<file path="config.mk">
export PLATFORM = sky130hd
export DESIGN_NAME = mbx_irq_ctrl
export DESIGN_NICKNAME = d
export VERILOG_FILES = /design/src/rtl/mbx_pkg.sv /design/src/rtl/mbx_port_decode.sv /design/src/rtl/mbx_flag.sv /design/src/rtl/mbx_irq_ctrl.sv
export SDC_FILE = /design/constraint.sdc
export NUM_CORES = 1
export LEC_CHECK = 0
export BUFFER_PORTS_ARGS = -buffer_cell sky130_fd_sc_hd__buf_2
export CAP_MARGIN = 10
export CELL_PAD_IN_SITES_DETAIL_PLACEMENT = 1
export CELL_PAD_IN_SITES_GLOBAL_PLACEMENT = 1
export CORE_MARGIN = 2
export CORE_UTILIZATION = 10
export CTS_CLUSTER_DIAMETER = 30
export CTS_CLUSTER_SIZE = 14
export DETAILED_ROUTE_END_ITERATION = 10
export PLACE_DENSITY = 0.77
export SYNTH_ARGS = -nofsm -noshare
export SYNTH_HDL_FRONTEND = slang
export SYNTH_SLANG_ARGS = --single-unit
</file>
<file path="constraint.sdc">
create_clock -name clk -period 1.3 [get_ports clk]
set_input_delay 0.325 -clock clk [delete_from_list [all_inputs] [get_ports clk]]
set_output_delay 0.325 -clock clk [all_outputs]
set_load 0.03 [all_outputs]
</file>
<file path="src/rtl/mbx_pkg.sv">
package mbx_pkg;

    typedef enum logic {
        SIDE_A = 1'b0,
        SIDE_B = 1'b1
    } side_e;

    // Decoded access controls, active high.
    typedef struct packed {
        logic sel;
        logic wr;
        logic rd;
    } port_ctl_t;

    // Events one side produces in a cycle.
    typedef struct packed {
        logic own_clr;
        logic peer_set;
    } mbx_evt_t;

    localparam int MAX_AW = 31;

    // Mailbox word owned by a side: A owns top-1, B owns top.
    function automatic logic [MAX_AW-1:0] mbox_addr(input int aw, input side_e s);
        logic [MAX_AW:0] top;
        top = (({{MAX_AW{1'b0}}, 1'b1}) << aw) - 1'b1;
        if (s == SIDE_A) begin
            top = top - 1'b1;
        end
        return top[MAX_AW-1:0];
    endfunction

    function automatic side_e peer_of(input side_e s);
        return (s == SIDE_A) ? SIDE_B : SIDE_A;
    endfunction

    function automatic port_ctl_t decode_ctl(input logic sel_n, input logic wr_n,
                                             input logic oe_n);
        port_ctl_t c;
        c.sel = ~sel_n;
        c.wr  = ~sel_n & ~wr_n;
        c.rd  = ~sel_n & ~oe_n;
        return c;
    endfunction

endpackage

</file>
<file path="src/rtl/mbx_port_decode.sv">
module mbx_port_decode
    import mbx_pkg::*;
#(
    parameter int    ADDR_W = 12,
    parameter side_e SIDE   = SIDE_A
) (
    input  logic              en,
    input  logic              sel_n,
    input  logic              wr_n,
    input  logic              oe_n,
    input  logic [ADDR_W-1:0] addr,
    output mbx_evt_t          evt
);
    localparam logic [ADDR_W-1:0] OWN_ADDR  = ADDR_W'(mbox_addr(ADDR_W, SIDE));
    localparam logic [ADDR_W-1:0] PEER_ADDR = ADDR_W'(mbox_addr(ADDR_W, peer_of(SIDE)));

    port_ctl_t ctl;
    logic      hit_own;
    logic      hit_peer;

    always_comb begin
        ctl      = decode_ctl(sel_n, wr_n, oe_n);
        hit_own  = (addr == OWN_ADDR);
        hit_peer = (addr == PEER_ADDR);
        evt.own_clr  = en & ctl.rd & hit_own;
        evt.peer_set = en & ctl.wr & hit_peer;
    end

    // The two decodes are exclusive because the mailbox addresses differ.
    always_comb begin
        mbx_evt_excl_chk: assert (!(evt.own_clr && evt.peer_set))
            else $error("decode raised both events at once");
    end

endmodule

</file>
<file path="src/rtl/mbx_flag.sv">
module mbx_flag (
    input  logic clk,
    input  logic rst,
    input  logic set,
    input  logic clr,
    output logic irq_n
);
    logic pend_q;

    always_ff @(posedge clk) begin
        if (rst) begin
            pend_q <= 1'b0;
        end else if (set) begin
            pend_q <= 1'b1;
        end else if (clr) begin
            pend_q <= 1'b0;
        end
    end

    assign irq_n = ~pend_q;


    set_wins_chk: assert property (@(posedge clk) disable iff (rst)
        set |=> !irq_n);


    clear_takes_chk: assert property (@(posedge clk) disable iff (rst)
        (clr && !set) |=> irq_n);


    idle_hold_chk: assert property (@(posedge clk) disable iff (rst)
        (!clr && !set) |=> $stable(irq_n));

endmodule

</file>
<file path="src/rtl/mbx_irq_ctrl.sv">
module mbx_irq_ctrl
    import mbx_pkg::*;
#(
    parameter int ADDR_W = 12
) (
    input  logic              clk,
    input  logic              rst,
    input  logic              mbox_en,
    input  logic              a_sel_n,
    input  logic              a_wr_n,
    input  logic              a_oe_n,
    input  logic [ADDR_W-1:0] a_addr,
    input  logic              b_sel_n,
    input  logic              b_wr_n,
    input  logic              b_oe_n,
    input  logic [ADDR_W-1:0] b_addr,
    output logic              a_irq_n,
    output logic              b_irq_n
);
    localparam int NSIDE = 2;
    localparam logic [ADDR_W-1:0] TOP_ADDR = {ADDR_W{1'b1}};
    localparam logic [ADDR_W-1:0] LOW_ADDR = TOP_ADDR - 1'b1;

    logic [NSIDE-1:0]  sel_n_v;
    logic [NSIDE-1:0]  wr_n_v;
    logic [NSIDE-1:0]  oe_n_v;
    logic [ADDR_W-1:0] addr_v [NSIDE];
    mbx_evt_t          evt_v  [NSIDE];
    logic [NSIDE-1:0]  irq_n_v;

    always_comb begin
        sel_n_v   = {b_sel_n, a_sel_n};
        wr_n_v    = {b_wr_n,  a_wr_n};
        oe_n_v    = {b_oe_n,  a_oe_n};
        addr_v[0] = a_addr;
        addr_v[1] = b_addr;
    end

    for (genvar i = 0; i < NSIDE; i++) begin : g_side
        mbx_port_decode #(
            .ADDR_W (ADDR_W),
            .SIDE   (side_e'(i))
        ) dec_i (
            .en    (mbox_en),
            .sel_n (sel_n_v[i]),
            .wr_n  (wr_n_v[i]),
            .oe_n  (oe_n_v[i]),
            .addr  (addr_v[i]),
            .evt   (evt_v[i])
        );

        // A flag is raised by the other side's write and dropped by its owner's read.
        mbx_flag flag_i (
            .clk   (clk),
            .rst   (rst),
            .set   (evt_v[NSIDE-1-i].peer_set),
            .clr   (evt_v[i].own_clr),
            .irq_n (irq_n_v[i])
        );
    end

    assign a_irq_n = irq_n_v[0];
    assign b_irq_n = irq_n_v[1];


    a_raise_src_chk: assert property (@(posedge clk) disable iff (rst)
        $fell(a_irq_n) |-> $past(mbox_en && !b_sel_n && !b_wr_n && b_addr == LOW_ADDR));


    b_raise_src_chk: assert property (@(posedge clk) disable iff (rst)
        $fell(b_irq_n) |-> $past(mbox_en && !a_sel_n && !a_wr_n && a_addr == TOP_ADDR));


    b_drop_src_chk: assert property (@(posedge clk) disable iff (rst)
        $rose(b_irq_n) |-> $past(mbox_en && !b_sel_n && !b_oe_n && b_addr == TOP_ADDR));


    frozen_chk: assert property (@(posedge clk) disable iff (rst)
        !mbox_en |=> ($stable(a_irq_n) && $stable(b_irq_n)));

endmodule

</file>
Yosys cells after proc, flatten, opt, wreduce, memory -nomap -nowiden:

Cells that the tools add are included.

* equality and inequality tests: 4
* multiplexer cells: 4
* bitwise operators: 20
* reduce and logical (&&, ||, !) cells: 2

Operators by type and width (number)
* $eq A12 B12 Y1 const B: 4
* $and A1 B1 Y1: 12
* $not A1 Y1: 8
* $mux W1: 4
* $reduce_bool A2 Y1: 2

* register bits after elaboration: 2
* output and inout port bits: 2
* word-level logic and storage cells: 32

Depth between registers and ports, before layout:

Gate-level depths: netlist of run 1.

* depth after elaboration: 6
* depth in mapped cells: 4
* depth with buffers taken out: 4

By module:

From an unflattened synthesis of run 1, not the netlist that was laid out.

* cell total of the unflattened synthesis: 24
* area, all modules: 190.2 sq um

Modules (own cells, without submodules)
* mbx_port_decode: times used 2, cells each 7, area an instance 52.6 sq um
* mbx_flag: times used 2, cells each 5, area an instance 42.5 sq um

Worst setup path after synthesis of run 1:

No wires, ideal clock.

* path type: input-to-reg
* from: input port b_addr[10]
* to: register g_side[0].flag_i.pend_q
* library setup time: 0.096 ns
* data arrival time: 1.251 ns
* data required time: 1.204 ns
* path slack: -0.047 ns
* stages: 4
* buffers on the path: 0
* path through: and4_1 -> nand4_1 -> or4_1 -> o41ai_2

* cells in the longest elaborated chain, start to end: 3
* elaborated cells between the ends (all ways): 4
* those cells by class: eq/ne: 1; mux: 1; bitwise: 1; reduce/logical: 1

RTL lines
* start, declared: line mbx_irq_ctrl.sv:16 `input logic [ADDR_W-1:0] b_addr,`
* $eq A12 B12 Y1 *: line mbx_port_decode.sv:24 `hit_peer = (addr == PEER_ADDR);`
* $and A1 B1 Y1 *: line mbx_port_decode.sv:26 `evt.peer_set = en & ctl.wr & hit_peer;`
* $mux W1 / $reduce_bool A2 Y1 (equally long branches)
* end signal, assigned: line mbx_flag.sv:12 `pend_q <= 1'b0;`
* end signal, assigned: line mbx_flag.sv:14 `pend_q <= 1'b1;`
* end signal, assigned: line mbx_flag.sv:16 `pend_q <= 1'b0;`
* end, declared: line mbx_flag.sv:8 `logic pend_q;`

Every way passes the cells marked *; elsewhere a longest branch is shown, timed or not.
A chain may end at the register's enable or synchronous reset.

Worst setup path in the final report of run 1:

* from: input port b_addr[6]
* to: register g_side[0].flag_i.pend_q

Same word-level chain as after synthesis.

==> run summary, run 1 <==
Min Hold Slack: 295.8 ps
Max-Cap Viols: 0
Seq cells post-synth: 2
Period utilisation layout: 0.9597
Worst R2R Path Depth: 3
Slew Limit Fails: 0
Final Setup Violations: 0
Top Usage Layer GRT: met2
Status: complete, no violations
GR Util met1: 0.08495
Layout Area Growth over Synthesis: 152.6%
H-tree levels: 1
CTS root buffer: clkbuf_4
Count of port buffers added during placement: 34
# nets final: 96
Inserted Diodes: 0
Final RePlAce weighted congestion: 0.6813
Psw: 0.00005665 W
Crit path DAT: 1380 ps
Netlist cell types: 14
Register area share after synthesis: 0.2370
Finished Core Util: 0.2768
DRC: 0
Critical path class: primary input to flop
DR pass1 iterations: 1
HP Class: primary input to flop
Reg2Reg Launch Point: g_side[0].flag_i.pend_q$_SDFFE_PP0P_
Die width: 45.10 µm
Row count: 14
Logic pwr share: 0.243
Syn Inst Count: 21
Post-Synthesis Cell Area: 168.9 µm²
GRT Overall Usage: 0.09203
Routed Antenna Nets: 0
CP required: 1430 ps
P_leak: 0.2134 nW
Pwr Density: 622.7 nW/µm²
Ratio of cells with drive above 1 in the final layout: 0.6885
Sw frac: 0.2132
CP Launch Type: primary input
Vias in the first global route: 367
Flop pwr share: 0.233
WL per Instance: 10.32 µm
Final min period: 1248 ps
Largest regs: g_side.flag_i.pend_q: 2 flops
Clock Tree Buf Depth: 2
Via Count: 319
Maximum vdd drop: 128.0 µV
Die area: 2034 µm²
Clk pwr share: 0.524
Hold violation count in the final report: 0
Clock transition at path regs: 30 ps
Design area: 426.7 µm²
RSZ-0062 raised after global routing: true
Worst setup EP type: flop
F_max: 0.8015 GHz
GRT overflow: 0
Io pins: 35
Hold Path Cell Cnt: 2
Post-route clock skew: 0 ps
Crit path from: b_addr[6]
Setup TNS: 0 ps
Final critical-path setup slack: 52.40 ps
Int Pwr: 0.0002091 W
Largest register FFs: 2
Initial DRC Count: 0
R2R Path End: g_side[0].flag_i.pend_q$_SDFFE_PP0P_
Max-slew headroom: 0.8403
Global-route wire length before repair: 1359 µm
Worst-margin pin slew: 237.4 ps
Crit path to: g_side[0].flag_i.pend_q$_SDFFE_PP0P_
Routed wire length: 795 µm
Starting Density: 0.1096
Latest clock arrival within the worst-skew pair: 220 ps
Mapped Avg Cell Area: 8.043 µm²
Synthesized net count: 54
Yosys warns: 0
Pre-CTS setup slack: -193.8 ps
Area after DPL: 381.6 µm²
CTS tree: done
Drt via density: 4.143
Largest net degree at the start of global routing: 4
GR met3 Demand/Resource: 0.008000
Cts bufs inserted: 3
Hold buffer count at cts: 0
CP max FO: 2
Core ar.: 1541 µm²
Met2 track utilization from global routing: 0.1800
Die H: 45.10 µm
CTS Sinks: 2
Reg2reg setup slack: 550 ps
Biggest register: g_side.flag_i.pend_q
Antenna violations before repair: 0
cells by family (layout without fill, tap and decap cells):
| family | after synthesis | in the layout | share of synthesized area |
|---|---|---|---|
| AO/OA/AOI/OAI | 4 | 4 | 0.2222 |
| AND/OR/NAND/NOR | 12 | 12 | 0.4740 |
| buffers and inverters | 3 | 43 | 0.06666 |
| flip-flops | 2 | 2 | 0.2370 |
what timing repair did:
| action | in CTS | in global routing |
|---|---|---|
| gates resized for setup | 0 | 4 |
| setup endpoints to repair | 0 | 1 |
| hold endpoints to repair | 0 | 0 |
| buffers inserted | 0 | 0 |
cells in the final DEF, fill, tap and decap left out:
master and instances:
clkbuf_4 3, nand2_1 1, nor4_1 1, nand4_1 4, and4_1 1, a21oi_1 1, buf_2 31, nand3b_1 2
a211o_1 1, inv_1 3, dfxtp_1 2, o41ai_2 1, buf_4 3, or4b_1 1, o31ai_1 1, or4_4 1
nor2_1 1, buf_6 3
through the flow:
| stage | power, W | std cells |
|---|---|---|
| 6_report | 0.0002657 | 77 |
| 4_1_cts | 0.0002691 | 77 |
| 2_1_floorplan | 0.00006960 | 21 |
| 3_5_place_dp | 0.0001228 | 74 |
| 5_1_grt | 0.0002825 | 77 |
| 3_3_place_gp | 0.0001201 | 74 |
routing by layer:
layer	share of wire	up-vias	wire, µm
met5	0	-	0
met1	0.31	139	249
met3	0.074	0	59
met2	0.61	14	486
met4	0	0	0
li1	-	166	-
cells in the mapped netlist (all sizes together):
master  n  share of area
a21oi   1          0.030
nor4    1          0.037
or4b    1          0.059
a211o   1          0.052
o31ai   1          0.044
nor2    1          0.022
nand3b  2          0.089
and4    1          0.052
dfxtp   2           0.24
inv     3          0.067
or4     1          0.044
nand2   1          0.022
o41ai   1          0.096
nand4   4           0.15
layout make-up:
type	count	area [µm²]
clock buffer	3	22.52
fill	209	1115
inverter	3	11.26
multi-input combinational	16	121.4
sequential	2	40.04
tap	16	20.02
timing repair buffer	37	211.5
how the worst min path moves through the flow:
stage | from | endpoint | slack (ps)
finish | b_wr_n | g_side[0].flag_i.pend_q$_SDFFE_PP0P_ | 300
CTS | b_wr_n | g_side[0].flag_i.pend_q$_SDFFE_PP0P_ | 290
global placement | g_side[1].flag_i.pend_q$_SDFFE_PP0P_ | g_side[1].flag_i.pend_q$_SDFFE_PP0P_ | 490
global route | rst | g_side[1].flag_i.pend_q$_SDFFE_PP0P_ | 310
detailed placement | g_side[1].flag_i.pend_q$_SDFFE_PP0P_ | g_side[1].flag_i.pend_q$_SDFFE_PP0P_ | 490
floorplan | rst | g_side[1].flag_i.pend_q$_SDFFE_PP0P_ | 390
power by group through the flow:
stage          Clock [W]  Combinational [W]  Sequential [W]
4_1_cts         0.000147          0.0000601       0.0000618
5_1_grt         0.000147          0.0000734       0.0000618
6_report        0.000139          0.0000646       0.0000618
3_3_place_gp           0          0.0000574       0.0000626
2_1_floorplan          0         0.00000695       0.0000626
3_5_place_dp           0          0.0000601       0.0000626
worst max-delay path, stage by stage:
cell	delay, ps
buf_2	70
and4_1	170
nand4_1	120
or4_4	500
o41ai_2	190
Power figures use the tool's default switching activity.
==> inputs of run 2 (changes only) <==
==> constraint.sdc (replaced) <==
create_clock -name clk -period 1.3 [get_ports clk]
set_input_delay 0.065 -clock clk [delete_from_list [all_inputs] [get_ports clk]]
set_output_delay 0.065 -clock clk [all_outputs]
set_load 0.03 [all_outputs]
==> run 2 against run 1 <==
  * Utilization decreased by 2.9 points
  * Sequential power about the same
  * Routed wire length grew 1.8%
  * Die area is the same
  * Clock power barely moved
  * Flip-flop and latch count is the same
  * Clock skew stayed put
  * Sequential share of layout area rose by 1.1 points
  * Register-to-register slack got worse by 30 ps
  * Via count decreased by 2.5%
  * Combinational power shrank 14%
  * Largest cell class unchanged
==> run summary, run 2 (synthesis results as in run 1) <==
Critical path class: primary input to flop (unchanged)
WL per Instance: 10.93 µm (was 10.32 µm)
CP Launch Type: primary input (unchanged)
Worst R2R Path Depth: 3 (unchanged)
Row count: 14 (unchanged)
Inserted Diodes: 0 (unchanged)
Die H: 45.10 µm (unchanged)
CTS resizes: 0 (unchanged)
Post-CTS repair timing setup buffer count: 0 (unchanged)
GRT overflow: 0 (unchanged)
GRT Overall Usage: 0.08628 (was 0.09203)
Cts bufs inserted: 3 (unchanged)
Clock Tree Buf Depth: 2 (unchanged)
Starting Density: 0.1096 (unchanged)
Initial DRC Count: 6 (was 0)
Final min period: 1001 ps (was 1248 ps)
Biggest register: g_side.flag_i.pend_q (unchanged)
Vias in the first global route: 330 (was 367)
Max-slew headroom: 0.7241 (was 0.8403)
Reg2Reg Launch Point: g_side[0].flag_i.pend_q$_SDFFE_PP0P_ (unchanged)
Routed Antenna Nets: 0 (unchanged)
Count of non-filler cells in the finished layout: 74 (was 77)
Crit path from: b_addr[10] (was b_addr[6])
Layout Area Growth over Synthesis: 125.9% (was 152.6%)
Largest register FFs: 2 (unchanged)
Io pins: 35 (unchanged)
Pwr Density: 668.2 nW/µm² (was 622.7 nW/µm²)
CTS tree: done (unchanged)
Final critical-path setup slack: 299.0 ps (was 52.40 ps)
CTS root buffer: clkbuf_4 (unchanged)
CP max FO: 2 (unchanged)
Filler cells: 209 (unchanged)
Hold Path Cell Cnt: 2 (unchanged)
Status: complete, no violations (unchanged)
Pre-CTS setup slack: 40.14 ps (was -193.8 ps)
Reg2reg setup slack: 520 ps (was 550 ps)
Post-route clock skew: 0 ps (unchanged)
Max-Cap Viols: 0 (unchanged)
Most frequent cells in the layout: 34 x buf_2, 4 x nand4_1, 3 x inv_1, 3 x clkbuf_4 (was 31 x buf_2, 4 x nand4_1)
Core ar.: 1541 µm² (unchanged)
Final Setup Violations: 0 (unchanged)
CTS Sinks: 2 (unchanged)
P_leak: 0.1910 nW (was 0.2134 nW)
R2R Path End: g_side[0].flag_i.pend_q$_SDFFE_PP0P_ (unchanged)
Slew Limit Fails: 0 (unchanged)
Setup TNS: 0 ps (unchanged)
HP Class: primary input to flop (unchanged)
Worst setup EP type: flop (unchanged)
Count of port buffers added during placement: 34 (unchanged)
Period utilisation layout: 0.7700 (was 0.9597)
RSZ-0062 raised after global routing: false (was true)
Hold path startpoint: b_wr_n (unchanged)
Routed wire length: 809 µm (was 795 µm)
Hold buffer count at cts: 0 (unchanged)
Antenna violations before repair: 0 (unchanged)
Ratio of cells with drive above 1 in the final layout: 0.6552 (was 0.6885)
Largest net degree at the start of global routing: 4 (unchanged)
Min Hold Slack: 39.36 ps (was 295.8 ps)
Dpl cells: 71 (was 74)
Design area: 381.6 µm² (was 426.7 µm²)
F_max: 0.9990 GHz (was 0.8015 GHz)
Hold EP: g_side[0].flag_i.pend_q$_SDFFE_PP0P_ (unchanged)
Die area: 2034 µm² (unchanged)
Largest regs: g_side.flag_i.pend_q: 2 flops (unchanged)
Die width: 45.10 µm (unchanged)
Hold violation count in the final report: 0 (unchanged)
DR pass1 iterations: 3 (was 1)
Latest clock arrival within the worst-skew pair: 220 ps (about the same)
Final RePlAce weighted congestion: 0.6503 (was 0.6813)
# nets final: 93 (was 96)
DRC: 0 (unchanged)
Global-route wire length before repair: 1186 µm (was 1359 µm)
Worst-margin pin slew: 410.0 ps (was 237.4 ps)
CP required: 1420 ps (was 1430 ps)
Area after DPL: 359.1 µm² (was 381.6 µm²)
Maximum vdd drop: 177.9 µV (was 128.0 µV)
Clock transition at path regs: 30 ps (about the same)
Crit path DAT: 1130 ps (was 1380 ps)
Most common cell after layout, fill and taps aside: buf_2 (unchanged)
Drt via density: 4.203 (was 4.143)
Via Count: 311 (was 319)
H-tree levels: 1 (unchanged)
-- run 2: per-layer routing --
metal  wire [µm]  track usage  vias up  part of all wire
met3          61      0.03200        0             0.075
li1            -            -      160                 -
met1         277      0.06553      137              0.34
met4           0      0.08235        0                 0
met5           0            0        -                 0
met2         470       0.1600       14              0.58
-- run 2: worst max-delay path: stages --
cell,delay (ps)
buf_2,70
and4_1,180
nand4_1,110
or4_1,490
o41ai_2,210
-- run 2: final cells by class --
class                           instances  area [µm²]  share of cell area
Clock buffer                            3       22.52             0.05902
Inverter                                3       11.26             0.02951
Multi-Input combinational cell         16       117.6              0.3082
Sequential cell                         2       40.04              0.1049
Tap cell                               16       20.02             0.05246
Timing Repair Buffer                   34       170.2              0.4459
-- run 2: worst max-delay path by stage --
stage,to
6_report,g_side[0].flag_i.pend_q$_SDFFE_PP0P_
5_1_grt,g_side[0].flag_i.pend_q$_SDFFE_PP0P_
4_1_cts,g_side[0].flag_i.pend_q$_SDFFE_PP0P_
3_5_place_dp,g_side[0].flag_i.pend_q$_SDFFE_PP0P_
3_3_place_gp,g_side[0].flag_i.pend_q$_SDFFE_PP0P_
2_1_floorplan,g_side[0].flag_i.pend_q$_SDFFE_PP0P_
-- run 2: report_power, final --
group	switching (W)	total (W)	leakage (nW)	internal, W
Clock	0.0000355	0.000137	0.0138	0.000102
Sequential	0.00000000152	0.0000619	0.0161	0.0000619
Combinational	0.0000182	0.0000558	0.161	0.0000376
-- run 2: metrics by stage --
stage / util / total power (W)
final: 0.2476 / 0.0002550
after global placement: 0.2330 / 0.0001176
after detailed placement: 0.2330 / 0.0001195
after CTS: 0.2476 / 0.0002667
after floorplan: - / 0.00006960
after global routing: 0.2476 / 0.0002787
